`src/rtl/mbes_pkg.sv`:
```
package mbes_pkg;
   typedef enum logic [2:0] {
      ST_IDLE, ST_FETCH, ST_LUMA_V, ST_LUMA_H, ST_CHR_V, ST_CHR_H, ST_WB, ST_DONE
   } scan_st_e;
   localparam logic [1:0] PL_Y = 2'd0;
   localparam logic [1:0] PL_U = 2'd1;
   localparam logic [1:0] PL_V = 2'd2;
endpackage

```
`src/rtl/mbes_classify.sv`:
```
module mbes_classify #(
   parameter int MB_COLS = 22,
   parameter int MB_ROWS = 18,
   parameter int XW = 5,
   parameter int YW = 5
) (
   input  logic [XW-1:0] mb_x,
   input  logic [YW-1:0] mb_y,
   output logic          in_range,
   output logic          has_left,
   output logic          has_top
);
   assign in_range = (int'(mb_x) < MB_COLS) && (int'(mb_y) < MB_ROWS);
   assign has_left = (mb_x != '0);
   assign has_top  = (mb_y != '0);
endmodule

```
`src/rtl/mbes_walk.sv`:
```
module mbes_walk #(
   parameter int LUMA = 16,
   parameter int SUB  = 4,
   localparam int CLINES  = LUMA / 2,
   localparam int EDGES_L = LUMA / SUB,
   localparam int EDGES_C = CLINES / SUB,
   localparam int LW = $clog2(LUMA),
   localparam int EW = $clog2(EDGES_L)
) (
   input  logic          clk,
   input  logic          rst_n,
   input  logic          init,
   input  logic          adv,
   input  logic          is_chroma,
   input  logic          first_edge,
   output logic [EW-1:0] edge_idx,
   output logic [LW-1:0] line_idx,
   output logic          pv,
   output logic          last
);
   logic line_end, edge_end;
   logic [EW-1:0] edge_start;

   assign edge_start = first_edge ? EW'(1) : EW'(0);
   assign line_end = line_idx == LW'(is_chroma ? CLINES - 1 : LUMA - 1);
   assign edge_end = edge_idx == EW'(is_chroma ? EDGES_C - 1 : EDGES_L - 1);
   assign last     = line_end && edge_end && (!is_chroma || pv);

   always_ff @(posedge clk or negedge rst_n) begin
      if (!rst_n) begin
         edge_idx <= '0;
         line_idx <= '0;
         pv       <= 1'b0;
      end else if (init) begin
         edge_idx <= edge_start;
         line_idx <= '0;
         pv       <= 1'b0;
      end else if (adv) begin
         if (!line_end) begin
            line_idx <= line_idx + LW'(1);
         end else begin
            line_idx <= '0;
            if (!edge_end) begin
               edge_idx <= edge_idx + EW'(1);
            end else begin
               edge_idx <= edge_start;
               pv       <= 1'b1;
            end
         end
      end
   end


   border_skip_chk: assert property (@(posedge clk) disable iff (!rst_n)
      (adv && first_edge) |-> (edge_idx != '0));
endmodule

```
`src/rtl/mbes_bs_store.sv`:
```
module mbes_bs_store #(
   parameter int EDGES = 4,
   parameter int NSEG  = 4,
   parameter int BSW   = 3,
   localparam int EW = $clog2(EDGES),
   localparam int SW = $clog2(NSEG)
) (
   input  logic           clk,
   input  logic           rst_n,
   input  logic           wr,
   input  logic           wr_dir,
   input  logic [EW-1:0]  wr_edge,
   input  logic [SW-1:0]  wr_seg,
   input  logic [BSW-1:0] wr_bs,
   input  logic           rd_dir,
   input  logic [EW-1:0]  rd_edge,
   input  logic [SW-1:0]  rd_seg,
   output logic [BSW-1:0] rd_bs
);
   logic [1:0][BSW-1:0] rd_all;

   for (genvar d = 0; d < 2; d++) begin : g_dir
      logic [BSW-1:0] tab [EDGES*NSEG];
      always_ff @(posedge clk or negedge rst_n) begin
         if (!rst_n) begin
            for (int i = 0; i < EDGES*NSEG; i++) tab[i] <= '0;
         end else if (wr && (wr_dir == (d != 0))) begin
            tab[{wr_edge, wr_seg}] <= wr_bs;
         end
      end
      assign rd_all[d] = tab[{rd_edge, rd_seg}];
   end

   assign rd_bs = rd_all[rd_dir];
endmodule

```
`src/rtl/mb_edge_scan.sv`:
```
module mb_edge_scan import mbes_pkg::*; #(
   parameter int MB_COLS = 22,
   parameter int MB_ROWS = 18,
   parameter int LUMA    = 16,
   parameter int SUB     = 4,
   parameter int EXT     = 4,
   parameter int BSW     = 3,
   localparam int XW = $clog2(MB_COLS),
   localparam int YW = $clog2(MB_ROWS),
   localparam int AW = $clog2(LUMA + EXT),
   localparam int WW = $clog2(LUMA + EXT + 1),
   localparam int LW = $clog2(LUMA),
   localparam int EDGES_L = LUMA / SUB,
   localparam int EW = $clog2(EDGES_L)
) (
   input  logic           clk,
   input  logic           rst_n,
   input  logic           start,
   input  logic [XW-1:0]  mb_x,
   input  logic [YW-1:0]  mb_y,
   input  logic           fetch_done,
   input  logic           filter_ready,
   input  logic           wb_done,
   input  logic [BSW-1:0] seg_bs,
   output logic           fetch_req,
   output logic [1:0]     mb_class,
   output logic [WW-1:0]  luma_rows,
   output logic [WW-1:0]  luma_cols,
   output logic [WW-1:0]  chroma_rows,
   output logic [WW-1:0]  chroma_cols,
   output logic           filt_req,
   output logic [1:0]     filt_plane,
   output logic           filt_dir,
   output logic [AW-1:0]  filt_row,
   output logic [AW-1:0]  filt_col,
   output logic           bs_req,
   output logic [BSW-1:0] filt_bs,
   output logic           wb_req,
   output logic           done
);
   initial begin : prm_chk
      assert (LUMA % SUB == 0 && (LUMA / 2) % SUB == 0) else $error("edge spacing must divide block size");
      assert (EXT % 2 == 0 && EXT <= SUB) else $error("neighbour margin must be even and within a sub-block");
   end

   scan_st_e st;
   logic in_rng, raw_left, raw_top, cls_left, cls_top;
   logic luma, chroma, adv, init, cur_h, nxt_h, first_cur, first_nxt, w_first;
   logic [EW-1:0] w_edge, rd_edge, rd_seg;
   logic [LW-1:0] w_line;
   logic w_pv, w_last;
   logic [AW-1:0] off_x, off_y, edge_pos, along;
   logic [BSW-1:0] rd_bs;

   mbes_classify #(.MB_COLS(MB_COLS), .MB_ROWS(MB_ROWS), .XW(XW), .YW(YW)) u_cls (
      .mb_x(mb_x), .mb_y(mb_y), .in_range(in_rng), .has_left(raw_left), .has_top(raw_top));

   always_ff @(posedge clk or negedge rst_n) begin
      if (!rst_n) begin
         st       <= ST_IDLE;
         cls_left <= 1'b0;
         cls_top  <= 1'b0;
      end else begin
         unique case (st)
            ST_IDLE:   if (start && in_rng) begin
                          st       <= ST_FETCH;
                          cls_left <= raw_left;
                          cls_top  <= raw_top;
                       end
            ST_FETCH:  if (fetch_done) st <= ST_LUMA_V;
            ST_LUMA_V: if (adv && w_last) st <= ST_LUMA_H;
            ST_LUMA_H: if (adv && w_last) st <= ST_CHR_V;
            ST_CHR_V:  if (adv && w_last) st <= ST_CHR_H;
            ST_CHR_H:  if (adv && w_last) st <= ST_WB;
            ST_WB:     if (wb_done) st <= ST_DONE;
            default:   st <= ST_IDLE;
         endcase
      end
   end

   assign luma      = (st == ST_LUMA_V) || (st == ST_LUMA_H);
   assign chroma    = (st == ST_CHR_V) || (st == ST_CHR_H);
   assign filt_req  = luma || chroma;
   assign adv       = filt_req && filter_ready;
   assign cur_h     = (st == ST_LUMA_H) || (st == ST_CHR_H);
   assign nxt_h     = (st == ST_LUMA_V) || (st == ST_CHR_V);
   assign first_cur = cur_h ? !cls_top : !cls_left;
   assign first_nxt = nxt_h ? !cls_top : !cls_left;
   assign init      = ((st == ST_FETCH) && fetch_done) || (adv && w_last);
   assign w_first   = init ? first_nxt : first_cur;

   mbes_walk #(.LUMA(LUMA), .SUB(SUB)) u_walk (
      .clk(clk), .rst_n(rst_n), .init(init), .adv(adv), .is_chroma(chroma),
      .first_edge(w_first), .edge_idx(w_edge), .line_idx(w_line), .pv(w_pv), .last(w_last));

   assign off_x    = cls_left ? AW'(chroma ? EXT / 2 : EXT) : '0;
   assign off_y    = cls_top  ? AW'(chroma ? EXT / 2 : EXT) : '0;
   assign edge_pos = AW'(int'(w_edge) * SUB);
   assign along    = AW'(w_line);
   assign filt_row = off_y + (cur_h ? edge_pos : along);
   assign filt_col = off_x + (cur_h ? along : edge_pos);
   assign filt_dir = cur_h;
   assign filt_plane = luma ? PL_Y : (w_pv ? PL_V : PL_U);

   assign bs_req  = luma && ((int'(w_line) % SUB) == 0);
   assign rd_edge = luma ? w_edge : EW'(int'(w_edge) * 2);
   assign rd_seg  = luma ? EW'(int'(w_line) / SUB) : EW'(int'(w_line) / (SUB / 2));

   mbes_bs_store #(.EDGES(EDGES_L), .NSEG(EDGES_L), .BSW(BSW)) u_bs (
      .clk(clk), .rst_n(rst_n), .wr(bs_req && filter_ready), .wr_dir(cur_h),
      .wr_edge(w_edge), .wr_seg(rd_seg), .wr_bs(seg_bs),
      .rd_dir(cur_h), .rd_edge(rd_edge), .rd_seg(rd_seg), .rd_bs(rd_bs));

   assign filt_bs = bs_req ? seg_bs : rd_bs;

   assign mb_class    = {cls_top, cls_left};
   assign luma_rows   = WW'(LUMA + (cls_top ? EXT : 0));
   assign luma_cols   = WW'(LUMA + (cls_left ? EXT : 0));
   assign chroma_rows = WW'(LUMA / 2 + (cls_top ? EXT / 2 : 0));
   assign chroma_cols = WW'(LUMA / 2 + (cls_left ? EXT / 2 : 0));
   assign fetch_req   = (st == ST_FETCH);
   assign wb_req      = (st == ST_WB);
   assign done        = (st == ST_DONE);


   req_hold_chk: assert property (@(posedge clk) disable iff (!rst_n)
      (filt_req && !filter_ready) |=> (filt_req && $stable(filt_row) && $stable(filt_col)
                                        && $stable(filt_plane) && $stable(filt_dir)));

   addr_in_window_chk: assert property (@(posedge clk) disable iff (!rst_n)
      filt_req |-> ((filt_plane == PL_Y) ? (filt_row < luma_rows && filt_col < luma_cols)
                                         : (filt_row < chroma_rows && filt_col < chroma_cols)));

   done_pulse_chk: assert property (@(posedge clk) disable iff (!rst_n)
      done |=> !done);

   wb_after_last_chk: assert property (@(posedge clk) disable iff (!rst_n)
      $rose(wb_req) |-> $past(adv));

   busy_start_chk: assert property (@(posedge clk) disable iff (!rst_n)
      (fetch_req && start) |=> $stable(mb_class));
endmodule

```
`config.mk`:
```
export PLATFORM = sky130hd
export DESIGN_NAME = mb_edge_scan
export DESIGN_NICKNAME = d
export VERILOG_FILES = /design/src/rtl/mbes_pkg.sv /design/src/rtl/mbes_classify.sv /design/src/rtl/mbes_walk.sv /design/src/rtl/mbes_bs_store.sv /design/src/rtl/mb_edge_scan.sv
export SDC_FILE = /design/constraint.sdc
export NUM_CORES = 1
export LEC_CHECK = 0
export BUFFER_PORTS_ARGS = -buffer_cell sky130_fd_sc_hd__buf_4
export CAP_MARGIN = 10
export CORE_ASPECT_RATIO = 0.8
export CORE_MARGIN = 2
export CORE_UTILIZATION = 50
export CTS_CLUSTER_DIAMETER = 80
export DETAILED_ROUTE_END_ITERATION = 8
export PLACE_DENSITY = 0.72
export SYNTH_ARGS = -nofsm -noshare
export SYNTH_HDL_FRONTEND = slang
export SYNTH_SLANG_ARGS = --single-unit
```
`constraint.sdc`:
```
create_clock -name clk -period 2.8 [get_ports clk]
set_input_delay 0.7 -clock clk [delete_from_list [all_inputs] [get_ports clk]]
set_output_delay 0.7 -clock clk [all_outputs]
set_load 0.01 [all_outputs]
```
==> run metrics, run 1 <==
# IOs 62; first-pass GRT wire length around 26000 um; synth unique cells 50; clock skew roughly 0.011 ns; max cap viols 0; TritonCTS clock tree done; Synth Area in Compound Gates ~13%; Final Non-Filler Cells around 770; post-DP HPWL roughly 11000 um; register area share after synthesis a little under half; cts bufs inserted 9; final setup fails 9; Nets around 650; CP required around 2.1 ns; Die Y-Extent 101.2 um; leak pwr 3.630 nW; worst setup margin -0.3594 ns; XOR/XNOR Fraction of Synth Area less than 1%; status finished with violations; Die ar. about 13000 um^2; antenna cells 0; asr flop ratio synth between 90% and 100%; Hold Slack between 0.3 and 0.4 ns; Initial Utilization about 51%; final hold vios 0; gp weighted congestion 0.9026; die width 125.4 um; Root Buffer Master clkbuf_16; main combinational cell family by area after synthesis multiplexers; Clock Latency Late Sink roughly 0.36 ns; DRC viols 0; Hold Path Class primary input to async pin; largest net degree at the start of global routing between 40 and 50; area of the multi-input gates around 3200 um^2; max-slew violations 0; Cells after Synth about 540; Max IR drop VDD 441.2 uV; fin crit period between 3 and 4 ns; setup TNS -2.032 ns; total gr overflow 0; share of layout cells above drive strength 1 31.36%; initial antenna violation count 0; core area around 12000 um^2; CTS clk-pin slew, worst paths ~0.080 ns; Detail Route Antenna Nets 0; row count 35; RSZ-0062 raised after global routing yes; area share of fa/ha/maj cells after synthesis under 10%; Pwr per Cell Area slightly above 1000 nW/um^2; Detailed Route Iter0 Violations 587; failing checks setup timing; DR vias about 4900; crit start category flop; slew of the pin with the lowest slew margin 1.109 ns; most frequent cells in the layout dfrtp_1, buf_4, mux2_1; Reg area between 2000 and 3000 um^2; # port buffers 45; Setup CP Type flop to primary output; simple-gate share of the synthesized area 12.05%; Setup crit end kind primary output; Synth Cell Area just under 6000 um^2; Arrival @ worst endpoint between 2 and 2.5 ns; Post-synth EDFFs 0; Area Overhead vs Synth 24.48%; Total GRT Usage 26.79%; vias in the first global route a little under 5000; pre-CTS WS -0.1024 ns; Yosys warnings 0; FILL cells roughly 870; Final Core Density 63.76%; crit-path max FO 10; Detailed Routing Iterations Pass 1 6; CTS Buffer Depth 2; H-tree depth 3; Max Clk Rate ~0.32 GHz; post-synthesis area per instance around 11 um^2; vias per cell 6.314; Synth Flop Type dfrtp_1; register bit total from synthesis 108; drt total wl 16880 um; Cells after DPL ~730; routed len/inst roughly 22 um; post-synthesis mux area share between 10% and 20%; slew margin rel. between 20 and 30%; Tcrit/Tclk final 112.8%; clk sinks ~110
synth_stat cells (all sizes together), types with 3 or more instances:
cell / instances / share of area, %
a211o: 3 / 0.45
a21oi: 13 / 1.1
a221o: 17 / 2.9
a221oi: 17 / 2.5
a22oi: 6 / 0.76
a31oi: 16 / 1.7
and2: 11 / 1.2
and3: 15 / 1.6
buf: 38 / 4.3
clkbuf: 21 / 1.3
dfrtp: 108 / 46
ha: 10 / 2.1
inv: 6 / 0.38
mux2: 98 / 19
mux2i: 3 / 0.51
nand2: 41 / 2.6
nand2b: 5 / 0.53
nand3: 18 / 1.5
nand3b: 5 / 0.64
nor2: 23 / 1.6
nor2b: 6 / 0.64
nor3b: 6 / 0.76
o211ai: 5 / 0.64
o21ai: 12 / 1.0
o31ai: 3 / 0.38
or4: 3 / 0.38
xnor2: 4 / 0.59
worst paths after layout:
path	startpoint	end	slack, ns	cells past startpoint
max	u_walk.line_idx[2]	filt_bs[2]	-0.36	7
min reg2reg	u_bs.g_dir[1].tab[15]	u_bs.g_dir[1].tab[15]	0.49	1
max in group asynchronous	rst_n	u_bs.g_dir[0].tab[46]	1.78	2
min in group clk	u_bs.g_dir[1].tab[15]	u_bs.g_dir[1].tab[15]	0.49	1
min	rst_n	u_walk.pv	0.34	1
max reg2reg	u_walk.line_idx[1]	u_bs.g_dir[0].tab[17]	0.31	10
critical path: stages (launching register included):
cell and delay (ns):
dfrtp_2 0.46, nor2b_2 0.22, mux2_4 0.37, a221oi_1 0.27, a31oi_1 0.19, a32oi_1 0.27, a32oi_2 0.16, buf_4 0.17
layout make-up:
| cell class | instances | area share, % |
|---|---|---|
| Multi-Input combinational cell | 380 | 43.87 |
| Sequential cell | 108 | 36.84 |
| Timing Repair Buffer | 114 | 12.30 |
| Clock buffer | 9 | 3.067 |
| Tap cell | 148 | 2.522 |
| Clock inverter | 7 | 0.9712 |
| Inverter | 7 | 0.4260 |
per-layer routing:
layer | wire length (um) | global-route usage, % | vias up | share of wire, %
li1 | - | - | 2112 | -
met1 | 6851 | 37.09 | 2426 | 41
met2 | 7723 | 40.91 | 283 | 46
met3 | 1687 | 6.656 | 60 | 10
met4 | 621 | 11.03 | 0 | 3.7
met5 | 0 | 0 | - | 0
metrics by stage:
step | power, mW | instance area [um^2]
floorplan | 4.161 | 5964
global placement | 5.315 | 6546
detailed placement | 5.423 | 6546
CTS | 7.255 | 7264
global route | 7.787 | 7343
finish | 7.455 | 7343
kinds of logic after synthesis:
family | Yosys count
adders and majority gates | 12
AOI/OAI and AO/OA | 102
other | 2
muxes | 101
buffers and inverters | 66
DFF | 108
and+or+nand+nor | 138
xor gates and xnor gates | 6
flip-flops by register name, indices dropped and copies added, names as in the netlist:
register         cells
cls_left             1
cls_top              1
st                   3
u_bs.g_dir.tab      96
u_walk.edge_idx      2
u_walk.line_idx      4
u_walk.pv            1
power by group:
| part | internal, mW | switching [mW] | leakage, nW |
|---|---|---|---|
| combinational | 1.79 | 2.10 | 2.02 |
| sequential | 1.96 | 0.342 | 1.47 |
| clock | 0.629 | 0.637 | 0.139 |
| total | 4.38 | 3.08 | 3.63 |
timing repair:
action | CTS | global route
hold buffers | 0 | 0
resized for setup | 59 | 11
gates cloned | 5 | 0
setup endpoints to repair | 9 | 9
buffers inserted | 16 | 4
pin swaps | 18 | 12
(Power assumes the default switching activity.)
==> run 2: changes to the inputs <==
--- a/config.mk
+++ b/config.mk
@@ -5,6 +5,7 @@
 export SDC_FILE = /design/constraint.sdc
 export NUM_CORES = 1
 export LEC_CHECK = 0
+export ABC_AREA = 1
 export BUFFER_PORTS_ARGS = -buffer_cell sky130_fd_sc_hd__buf_4
 export CAP_MARGIN = 10
 export CORE_ASPECT_RATIO = 0.8
==> run metrics, run 2 <==
status finished with violations; failing checks setup timing; total power 8.537 mW; Seq pwr share 27.0%; CP required 2.10 ns; Final Non-Filler Cells 1013; Die ar. approximately 13000 um^2; cell breakdown of the critical path nor2_8 > nand2_4 > nand2_8 > buf_6 > nand2_1 > nand2_1 > nand2_1 > nand3_1 > nand3_2 > nand3_2 > nand3_2 > nand2_1 > buf_4; share of total power in combinational logic between 50% and 60%; Final Core Density between 60 and 70%; Nets just under 900; drt total wl around 18000 um; post-synthesis area per instance about 7.4 um^2; Yosys warnings 0; vias per cell 5.748; register bit total from synthesis 108; antenna cells 0; Tcrit/Tclk final 104.6%; final instance area around 7400 um^2; DR vias between 5000 and 6000; FILL cells between 900 and 1000; Detailed Routing Iterations Pass 1 5; top-count cell post-synth nand2_1; critical path's slowest cell dfrtp_2; largest reg by FF count u_bs.g_dir.tab; slew of the pin with the lowest slew margin 0.5648 ns; Hold Path Class primary input to async pin; setup TNS -0.5266 ns; power share of the clock group between 10% and 20%; register area share after synthesis roughly 45%; routed len/inst 17.54 um; # hold bufs at CTS 0; Hold Slack 0.2724 ns; final hold vios 0; final setup fails 7; first-pass GRT wire length 26460 um; total gr overflow 0; Critical path buffers and inverters 2; Cells after Synth between 700 and 800; crit-path max FO 7; most instantiated cells after synthesis nand2_1, dfrtp_1, nand3_1; worst setup margin -0.1286 ns; RSZ-0062 raised after global routing yes; TritonCTS clock tree done; post-DP HPWL 11060 um; slew margin rel. a little over 60%; CP max stage delay roughly 0.47 ns; Root Buffer Master clkbuf_16; Max Clk Rate 0.3415 GHz; gp weighted congestion 0.9930; CTS Buffer Depth 2; # port buffers 45; Total GRT Usage between 20% and 30%; Detail Route Antenna Nets 0; Largest register FFs 96; Switching Share about 45%; # IOs 62; Area Overhead vs Synth 24.88%; crit-path leading delay family simple AND/OR/NAND/NOR gates; switching pwr about 3.8 mW; row count 35; most frequent cells in the layout nand2_1, dfrtp_1, o21ai_0; CTS clk-pin slew, worst paths ~0.07 ns; vias in the first global route a little over 5000; post-synth top area share a little under half; Worst Setup SP st[2]; most common cell after layout, fill and taps aside nand2_1; leak pwr ~3.6 nW; Arrival @ worst endpoint between 2 and 2.5 ns; Placed Instance Area 6400 um^2; share of layout cells above drive strength 1 21.16%; Die Y-Extent approximately 100 um; Synth Flop Type dfrtp_1; Pwr per Cell Area 1150 nW/um^2; Initial Utilization between 50% and 60%; Reg2Reg Depth 13; cell-internal power 4.735 mW; max-slew violations 0; Synth Cell Area slightly below 6000 um^2; Clock Latency Late Sink approximately 0.35 ns; H-tree depth 3; initial antenna violation count 0; asr flop ratio synth between 90% and 100%; Stages on worst setup path 13; Setup CP Type flop to primary output; Detailed Route Iter0 Violations around 790; Cells after DPL slightly below 1000; die width between 100 and 150 um; synth top area cells dfrtp_1, nand2_1, nand3_1, o21ai_0, buf_4; Max IR drop VDD 523.9 uV; CP most frequent cell nand2_1; DRC viols 0; clock skew 0.005933 ns; max cap viols 0; fin crit period slightly below 3 ns; Largest regs u_bs.g_dir.tab: 96 flops, u_walk.line_idx: 4 flops, st: 3 flops; largest net degree at the start of global routing 80; clk sinks between 100 and 150; cts bufs inserted 9; Setup crit end kind primary output; synth unique cells 30; crit start category flop; FF-to-FF Start st[2]; core area between 10000 and 15000 um^2; pre-CTS WS about 0.12 ns; area leader, netlist dfrtp_1; Post-synth EDFFs 0
run 2: changes by cell type after synthesis, sizes merged, moves of 7 or more:
| cell | delta |
|---|---|
| nand2 | +279 |
| o21ai | +99 |
| mux2 | -98 |
| nand3 | +89 |
| inv | +23 |
| a221o | -17 |
| a221oi | -17 |
| and3 | -15 |
| a31oi | -13 |
| and2 | -11 |
| nor2 | +8 |
| a21oi | -7 |
run 2: area by class of cell:
class / instances / area (um^2) / area share, %
multi-input cells: 620 / 3207 / 43.21
flip-flops and latches: 108 / 2706 / 36.46
repair buffers: 92 / 899.6 / 12.12
clock buffers: 9 / 225.2 / 3.034
well taps: 148 / 185.2 / 2.495
inverters: 29 / 116.4 / 1.568
clock inverters: 7 / 82.58 / 1.113
run 2: metal layers:
metal / up-vias / track usage [%] / part of all wire (%) / routed length (um)
met2: 303 / 38.42 / 45 / 8053
met3: 30 / 4.807 / 8.7 / 1542
met5: - / 0 / 0 / 0
met1: 2794 / 39.88 / 44 / 7837
li1: 2696 / - / - / -
met4: 0 / 7.185 / 1.9 / 329
run 2: kinds of logic after synthesis:
group / count (synthesis) / share of synthesized area (%)
other cells: 2 / 0.1264
flops: 108 / 45.47
buf+inv: 85 / 7.242
fa+ha+maj: 12 / 2.779
simple gates: 465 / 33.14
xor+xnor: 6 / 0.8842
compound gates: 121 / 10.36
run 2: path summary, 6_finish.rpt:
check,end,slack (ns)
worst max-delay path,filt_bs[1],-0.13
worst min-delay path,u_bs.g_dir[1].tab[41],0.27
worst max register to register,u_bs.g_dir[1].tab[45],0.49
worst min register to register,u_bs.g_dir[0].tab[9],0.49
max in group asynchronous,u_walk.line_idx[2],1.76
min in group clk,u_bs.g_dir[0].tab[9],0.49
run 2: what timing repair did:
item / 4_1_cts / 5_1_grt
pin swaps: 7 / 24
setup endpoints to repair: 9 / 9
resized for setup: 38 / 58
cloned: 2 / 4
buffers inserted: 11 / 8
run 2: power groups by stage:
stage                     logic [mW]  clock network [mW]  registers (mW)
after floorplan                 2.33                   0            2.16
after global placement          3.40                   0            2.28
after detailed placement        3.48                   0            2.29
after CTS                       3.96                1.33            2.27
after global routing            5.23                1.40            2.34
final                           4.92                1.31            2.30
